===== src/rtl/tmr16_pkg.sv =====
package tmr16_pkg;
  typedef enum logic [1:0] {
    REG_LO   = 2'd0,
    REG_HI   = 2'd1,
    REG_FLAG = 2'd2,
    REG_NONE = 2'd3
  } reg_sel_e;

  typedef enum logic {
    SEQ_FREE = 1'b0,
    SEQ_DUAL = 1'b1
  } seq_mode_e;
endpackage


===== src/rtl/tmr16_bytebus.sv =====
module tmr16_bytebus
  import tmr16_pkg::*;
#(
  parameter int BUS_W = 8
) (
  input  logic               clk,
  input  logic               rst_n,
  input  logic [1:0]         bus_addr,
  input  logic               bus_wr,
  input  logic               bus_rd,
  input  logic [BUS_W-1:0]   bus_wdata,
  input  logic [2*BUS_W-1:0] cnt,
  input  logic               flag,
  output logic [BUS_W-1:0]   bus_rdata,
  output logic               cpu_load,
  output logic [2*BUS_W-1:0] load_val,
  output logic               flag_clr
);
  localparam int CNT_W = 2 * BUS_W;

  logic [BUS_W-1:0] tmp_q;
  logic             hi_wr;
  logic             lo_rd;

  assign hi_wr    = bus_wr && (bus_addr == REG_HI);
  assign lo_rd    = bus_rd && !bus_wr && (bus_addr == REG_LO);
  assign cpu_load = bus_wr && (bus_addr == REG_LO);
  assign load_val = {tmp_q, bus_wdata};
  assign flag_clr = bus_wr && (bus_addr == REG_FLAG) && bus_wdata[0];

  always_ff @(posedge clk or negedge rst_n) begin
    if (!rst_n) begin
      tmp_q <= '0;
    end else if (hi_wr) begin
      tmp_q <= bus_wdata;
    end else if (lo_rd) begin
      tmp_q <= cnt[CNT_W-1:BUS_W];
    end
  end

  always_comb begin
    case (reg_sel_e'(bus_addr))
      REG_LO:   bus_rdata = cnt[BUS_W-1:0];
      REG_HI:   bus_rdata = tmp_q;
      REG_FLAG: bus_rdata = {{(BUS_W-1){1'b0}}, flag};
      default:  bus_rdata = '0;
    endcase
  end

  // low-byte read captures the counter high byte
  p_capture_r2: assert property (@(posedge clk) disable iff (!rst_n)
    lo_rd |=> tmp_q == $past(cnt[CNT_W-1:BUS_W]));

  // high-byte write lands in the holding register
  p_hold_write_r3: assert property (@(posedge clk) disable iff (!rst_n)
    hi_wr |=> tmp_q == $past(bus_wdata));

  // holding register keeps value with no access
  p_hold_keep_r3: assert property (@(posedge clk) disable iff (!rst_n)
    (!bus_wr && !bus_rd) |=> $stable(tmp_q));
endmodule


===== src/rtl/tmr16_count.sv =====
module tmr16_count #(
  parameter int                 CNT_W    = 16,
  parameter logic [CNT_W-1:0]   DUAL_TOP = 16'h00FF
) (
  input  logic             clk,
  input  logic             rst_n,
  input  logic             cpu_load,
  input  logic [CNT_W-1:0] load_val,
  input  logic             step_en,
  input  logic             dual,
  output logic [CNT_W-1:0] cnt,
  output logic             at_top,
  output logic             at_bottom,
  output logic             wrap_evt
);
  localparam logic [CNT_W-1:0] ALL_ONES = '1;
  localparam logic [CNT_W-1:0] ONE      = CNT_W'(1);

  logic [CNT_W-1:0] cnt_q;
  logic [CNT_W-1:0] cnt_nx;
  logic             up_q;
  logic             up_nx;
  logic             cnt_go;

  function automatic logic heading_up(input logic [CNT_W-1:0] v,
                                      input logic prev_up,
                                      input logic dsl);
    logic r;
    if (!dsl)             r = 1'b1;
    else if (v >= DUAL_TOP) r = 1'b0;
    else if (v == '0)     r = 1'b1;
    else                  r = prev_up;
    return r;
  endfunction

  function automatic logic [CNT_W-1:0] advance(input logic [CNT_W-1:0] v,
                                               input logic up);
    return up ? (v + ONE) : (v - ONE);
  endfunction

  assign cnt_go    = step_en && !cpu_load;
  assign up_nx     = heading_up(cnt_q, up_q, dual);
  assign cnt_nx    = advance(cnt_q, up_nx);
  assign wrap_evt  = cnt_go && (dual ? (cnt_nx == '0) : (cnt_q == ALL_ONES));
  assign at_bottom = (cnt_q == '0);
  assign at_top    = dual ? (cnt_q == DUAL_TOP) : (cnt_q == ALL_ONES);
  assign cnt       = cnt_q;

  always_ff @(posedge clk or negedge rst_n) begin
    if (!rst_n) begin
      cnt_q <= '0;
      up_q  <= 1'b1;
    end else if (cpu_load) begin
      cnt_q <= load_val;
    end else if (cnt_go) begin
      cnt_q <= cnt_nx;
      up_q  <= up_nx;
    end
  end

  // bus load wins and takes the assembled word
  p_load_r4: assert property (@(posedge clk) disable iff (!rst_n)
    cpu_load |=> cnt_q == $past(load_val));

  // no load and no step keeps the value
  p_stop_r5: assert property (@(posedge clk) disable iff (!rst_n)
    (!cpu_load && !step_en) |=> $stable(cnt_q));

  // every step moves by exactly one
  p_unit_step_r7: assert property (@(posedge clk) disable iff (!rst_n)
    cnt_go |=> (cnt_q == $past(cnt_q) + ONE) || (cnt_q == $past(cnt_q) - ONE));

  // dual slope never steps up from the top
  p_turn_r7: assert property (@(posedge clk) disable iff (!rst_n)
    (cnt_go && dual && at_top) |=> cnt_q == DUAL_TOP - ONE);
endmodule


===== src/rtl/tmr16_ovf.sv =====
module tmr16_ovf (
  input  logic clk,
  input  logic rst_n,
  input  logic set_evt,
  input  logic clr_evt,
  output logic flag
);
  logic flag_q;

  always_ff @(posedge clk or negedge rst_n) begin
    if (!rst_n)       flag_q <= 1'b0;
    else if (set_evt) flag_q <= 1'b1;
    else if (clr_evt) flag_q <= 1'b0;
  end

  assign flag = flag_q;

  // a flag-setting step is always recorded
  p_set_r8: assert property (@(posedge clk) disable iff (!rst_n)
    set_evt |=> flag_q);

  // write-one clear without a coincident set
  p_clear_r10: assert property (@(posedge clk) disable iff (!rst_n)
    (clr_evt && !set_evt) |=> !flag_q);

  // flag is sticky otherwise
  p_sticky_r10: assert property (@(posedge clk) disable iff (!rst_n)
    (!clr_evt && !set_evt) |=> $stable(flag_q));
endmodule


===== src/rtl/tmr16_core.sv =====
module tmr16_core
  import tmr16_pkg::*;
#(
  parameter int          BUS_W    = 8,
  parameter int          CS_W     = 3,
  parameter int unsigned DUAL_TOP = 255
) (
  input  logic             clk,
  input  logic             rst_n,
  input  logic [1:0]       bus_addr,
  input  logic             bus_wr,
  input  logic             bus_rd,
  input  logic [BUS_W-1:0] bus_wdata,
  output logic [BUS_W-1:0] bus_rdata,
  input  logic             tick,
  input  logic [CS_W-1:0]  clk_sel,
  input  logic             seq_mode,
  output logic             at_top,
  output logic             at_bottom,
  output logic             ovf_flag
);
  localparam int               CNT_W   = 2 * BUS_W;
  localparam logic [CNT_W-1:0] TOP_VAL = CNT_W'(DUAL_TOP);

  logic [CNT_W-1:0] cnt;
  logic [CNT_W-1:0] load_val;
  logic             cpu_load;
  logic             flag_clr;
  logic             step_en;
  logic             wrap_evt;
  logic             dual;

  assign step_en = tick && (clk_sel != '0);
  assign dual    = (seq_mode == SEQ_DUAL);

  tmr16_bytebus #(.BUS_W(BUS_W)) u_bus (
    .clk       (clk),
    .rst_n     (rst_n),
    .bus_addr  (bus_addr),
    .bus_wr    (bus_wr),
    .bus_rd    (bus_rd),
    .bus_wdata (bus_wdata),
    .cnt       (cnt),
    .flag      (ovf_flag),
    .bus_rdata (bus_rdata),
    .cpu_load  (cpu_load),
    .load_val  (load_val),
    .flag_clr  (flag_clr)
  );

  tmr16_count #(.CNT_W(CNT_W), .DUAL_TOP(TOP_VAL)) u_cnt (
    .clk       (clk),
    .rst_n     (rst_n),
    .cpu_load  (cpu_load),
    .load_val  (load_val),
    .step_en   (step_en),
    .dual      (dual),
    .cnt       (cnt),
    .at_top    (at_top),
    .at_bottom (at_bottom),
    .wrap_evt  (wrap_evt)
  );

  tmr16_ovf u_ovf (
    .clk     (clk),
    .rst_n   (rst_n),
    .set_evt (wrap_evt),
    .clr_evt (flag_clr),
    .flag    (ovf_flag)
  );

  // input assumption, one bus operation per cycle
  p_one_access_r2: assert property (@(posedge clk) disable iff (!rst_n)
    !(bus_wr && bus_rd));

  // top and bottom never coincide
  p_top_bottom_r9: assert property (@(posedge clk) disable iff (!rst_n)
    !(at_top && at_bottom));

  // free-run step from the top lands at the bottom and flags it
  p_wrap_r6: assert property (@(posedge clk) disable iff (!rst_n)
    (!dual && at_top && step_en && !cpu_load && !(seq_mode != $past(seq_mode)))
      |=> at_bottom && ovf_flag);

  // high-byte write alone does not move a stopped counter
  p_hi_only_r3: assert property (@(posedge clk) disable iff (!rst_n)
    (bus_wr && bus_addr == REG_HI && !step_en) |=> $stable(cnt));
endmodule


===== config.mk =====
export PLATFORM = sky130hd
export DESIGN_NAME = tmr16_core
export DESIGN_NICKNAME = d
export VERILOG_FILES = /design/src/rtl/tmr16_pkg.sv /design/src/rtl/tmr16_bytebus.sv /design/src/rtl/tmr16_count.sv /design/src/rtl/tmr16_ovf.sv /design/src/rtl/tmr16_core.sv
export SDC_FILE = /design/constraint.sdc
export NUM_CORES = 1
export LEC_CHECK = 0
export BUFFER_PORTS_ARGS = -buffer_cell sky130_fd_sc_hd__buf_2
export CELL_PAD_IN_SITES_DETAIL_PLACEMENT = 0
export CELL_PAD_IN_SITES_GLOBAL_PLACEMENT = 1
export CORE_MARGIN = 5
export CORE_UTILIZATION = 39
export CTS_BUF_LIST = sky130_fd_sc_hd__clkbuf_16
export DETAILED_ROUTE_END_ITERATION = 10
export GPL_TIMING_DRIVEN = 1
export PLACE_DENSITY = 0.85
export REMOVE_ABC_BUFFERS = 1
export SYNTH_ARGS = -nofsm -noshare
export SYNTH_HDL_FRONTEND = slang
export SYNTH_SLANG_ARGS = --single-unit

===== constraint.sdc =====
create_clock -name clk -period 3.3 [get_ports clk]
set_input_delay 0.66 -clock clk [delete_from_list [all_inputs] [get_ports clk]]
set_output_delay 0.66 -clock clk [all_outputs]
set_load 0.02 [all_outputs]

==> summary.txt <==
Timing
  – Period utilisation layout: 104.5%
  – Fin. Hold Viols: 0
  – Least-Margin Pin Slew: 0.7852 ns
  – Rel. slew slack: 47.65%
  – RSZ-0062 raised after global routing: true
  – Aggregate negative setup slack: -0.4858 ns
  – Setup-failing EPs final: 7
  – Final Critical Period: 3.449 ns
  – Max Transition Viols Final: 0
  – Post-route setup slack: -0.1489 ns
  – Fmax: 289.9 MHz
  – Worst Skew: 0.005671 ns

Synth
  – Synth unique cells: 49
  – Mux cell area share after synthesis: 12.26%
  – Post-Synth XOR/XNOR Area: 5.463%
  – Largest family of logic cells by synthesized area: compound AO/OA/AOI/OAI gates
  – Adder-Cell Fraction of Synth Area: 9.253%
  – Post-Synth Simple-Gate Area: 20.29%
  – Top cells by area, synth: dfrtp_1 (28%), mux2i_1 (10%), ha_1 (8.4%)
  – Cells after synthesis: 266
  – Synth Register Bits: 26
  – Area leader, netlist: dfrtp_1
  – Yosys warns: 0
  – Post-Syn Area: 2245 um2
  – Top_reg_cell synth: dfrtp_1
  – Sequential area share after synthesis: 29.04%
  – Average cell area after synthesis: 8.439 um2
  – Post-synth ARST share: 100.0%
  – Number of flops mapped to enable cells by yosys: 0
  – Yosys top cell area share: 27.87%
  – Post-synthesis compound-gate area fraction: 21.13%

Placed design
  – Inst Count DP: 417
  – I/O Buffers: 29
  – Area post-placement: 2907 um2
  – Pre-CTS setup slack: -0.2904 ns
  – Routability cong.: 0.9217
  – Hpwl dp: 5.474 mm

Pwr
  – IR drop worst, VDD: 0.5187 mV
  – Power Dens Cells: 1035 nW/um2
  – Pleak: 1.508 nW

Die
  – Die X: 85.87 um
  – Core footprint: 5540 um2
  – Starting Density: 40.51%
  – Ports: 30
  – Core Rows: 27
  – Chip height: 85.87 um
  – Die area: 7373 um2

Global routing
  – Total Routing Usage GR: 21.27%
  – First-pass GRT wire length: 12.41 mm
  – Initial antenna violation count: 0
  – Vias in the first global route: 2,421
  – GR Overflow Total: 0
  – Largest net degree at the start of global routing: 30

Cells and area
  – Fin area: 3447 um2
  – Most frequent cells in the layout: buf_4 (68), nor2_1 (29), buf_2 (29), dfrtp_1 (25), mux2i_1 (23)
  – Area growth from synthesis to layout: 53.57%
  – Most common cell after layout, fill and taps aside: buf_4
  – Share of cells above drive strength 1: 43.33%
  – Fill cells: 456
  – Utilization after layout: 62.22%
  – Post-layout nets: 396
  – N_diodes: 0
  – Final cell count without fillers: 432

Worst setup path
  – CP Launch Type: flop
  – Critical path class: flop to flop
  – CP peak stage delay: 0.40 ns
  – Critical path peak fanout: 5
  – WP data required: 3.50 ns
  – Worst flop-to-flop path endpoint: u_ovf.flag$_DFFE_PN0P_
  – CP top delay family: compound AO/OA/AOI/OAI gates
  – CP most frequent cell: buf_4
  – Crit path depth: 15
  – FF-to-FF Start: u_cnt.cnt[1]$_DFFE_PN0P_
  – Buf/Inv on CP: 3
  – Critical-path cell list: nor4_1, buf_4, a21oi_4, o31ai_4, inv_2, ha_1, a21o_1, a221o_1, a21oi_1, o21ai_2, xor2_1, buf_4, nor4_2, nand4_1, nand2_1
  – CP Capture Type: flop
  – Reg2reg path depth: 15
  – Slowest-stage cell, CP: ha_1
  – WP data arrival: 3.65 ns
  – R2R setup slack: -0.15 ns

Drt
  – WL final: 7.865 mm
  – Detailed Route Iter0 Violations: 189
  – Via density per instance: 5.856
  – Router iterations before antenna repair: 4
  – Post-route ant nets: 0
  – Vias post-DR: 2,530
  – Drc violations: 0
  – Routed WL per cell: 18.21 um

Outcome
  – Failing checks: setup timing
  – Outcome: complete, but fails checks

CTS
  – CTS tree: done
  – Clock latency on the worst-skew pair: 0.26 ns
  – # H-tree levels: 1
  – Total CTS buffers: 3
  – Clk slew on worst S/H paths: 0.07 ns
  – Buffer depth of the longest clock path: 2
  – Hold Buf Count CTS: 0
  – Root Driver: clkbuf_16
  – Clk sink count: 26

Worst hold path
  – HP Class: input pin to async pin

Job
  – Max-cap violations: 0
[metal layers]
layer / routed length (um) / GRT usage (%) / vias to the layer above
met5: 0 / 0 / -
met4: 154 / 6.331 / 0
met3: 420 / 3.170 / 16
met2: 4020 / 37.00 / 101
met1: 3269 / 27.05 / 1238
li1: - / - / 1175
[registers in the layout (all words and copies together), names as in the netlist]
register / count
u_bus.tmp_q: 8
u_cnt.up_q: 1
u_ovf.flag: 1
u_cnt.cnt: 16
[where the power goes]
part           switching (mW)  leakage, nW  internal, mW  total, mW
Sequential              0.125        0.306         0.451      0.576
Clock                   0.112       0.0511         0.241      0.354
Combinational            1.31         1.15          1.33       2.64
Total                    1.55         1.51          2.02       3.57
[worst max path at each step]
stage,from,slack [ns],endpoint
floorplan,u_cnt.cnt[12]$_DFFE_PN0P_,0.01,u_cnt.cnt[13]$_DFFE_PN0P_
global placement,u_cnt.cnt[8]$_DFFE_PN0P_,-0.15,u_cnt.cnt[14]$_DFFE_PN0P_
detailed placement,u_cnt.cnt[8]$_DFFE_PN0P_,-0.29,u_ovf.flag$_DFFE_PN0P_
CTS,u_cnt.cnt[3]$_DFFE_PN0P_,-0.04,u_ovf.flag$_DFFE_PN0P_
global route,u_cnt.cnt[12]$_DFFE_PN0P_,-0.27,u_ovf.flag$_DFFE_PN0P_
finish,u_cnt.cnt[1]$_DFFE_PN0P_,-0.15,u_ovf.flag$_DFFE_PN0P_
[cell families after synthesis]
kind of cell	after synthesis
flops	26
simple gates	94
compound gates	74
buf+inv	15
fa+ha+maj	16
mux	27
xor+xnor	14
[through the flow]
step | hold WS, ns | total power, mW
CTS | 0.4111 | 3.327
detailed placement | 0.4943 | 2.561
global placement | 0.4902 | 2.536
floorplan | 0.3644 | 1.608
finish | 0.3949 | 3.568
global route | 0.4487 | 3.777
[cell type report]
cell class / count / area (um2) / area share (%)
clock inverter: 1 / 30.03 / 0.8711
tap: 72 / 90.09 / 2.613
inverter: 4 / 15.01 / 0.4356
sequential: 26 / 651.9 / 18.91
timing repair inverter: 1 / 7.507 / 0.2178
clock buffer: 3 / 75.07 / 2.178
multi-input combinational: 225 / 1888 / 54.77
timing repair buffer: 100 / 689.4 / 20.00
[cells in the mapped netlist, types with 6 or more instances]
library cell	count
ha_1	15
nor2_1	31
dfrtp_1	25
o21ai_0	21
xor2_1	8
mux2i_1	23
xnor2_1	6
nand4_1	9
nand2_1	25
clkbuf_1	8
a21oi_1	26
nor4_1	7
[worst reg2reg max path: cells and delay by family, from the launching register on]
kind	cells	cell delay (ns)
compound gates	6	1.29
buf+inv	3	0.47
xor+xnor	1	0.15
fa+ha+maj	1	0.40
flops	1	0.38
simple gates	4	0.69
[timing repair]
item                       CTS  global route
gates resized for setup     44            22
gates cloned                 1             0
pin swaps                   27            11
hold endpoints to repair     0             0
buffers inserted             9             2
setup endpoints to repair   10            12
(Power assumes the default switching activity.)
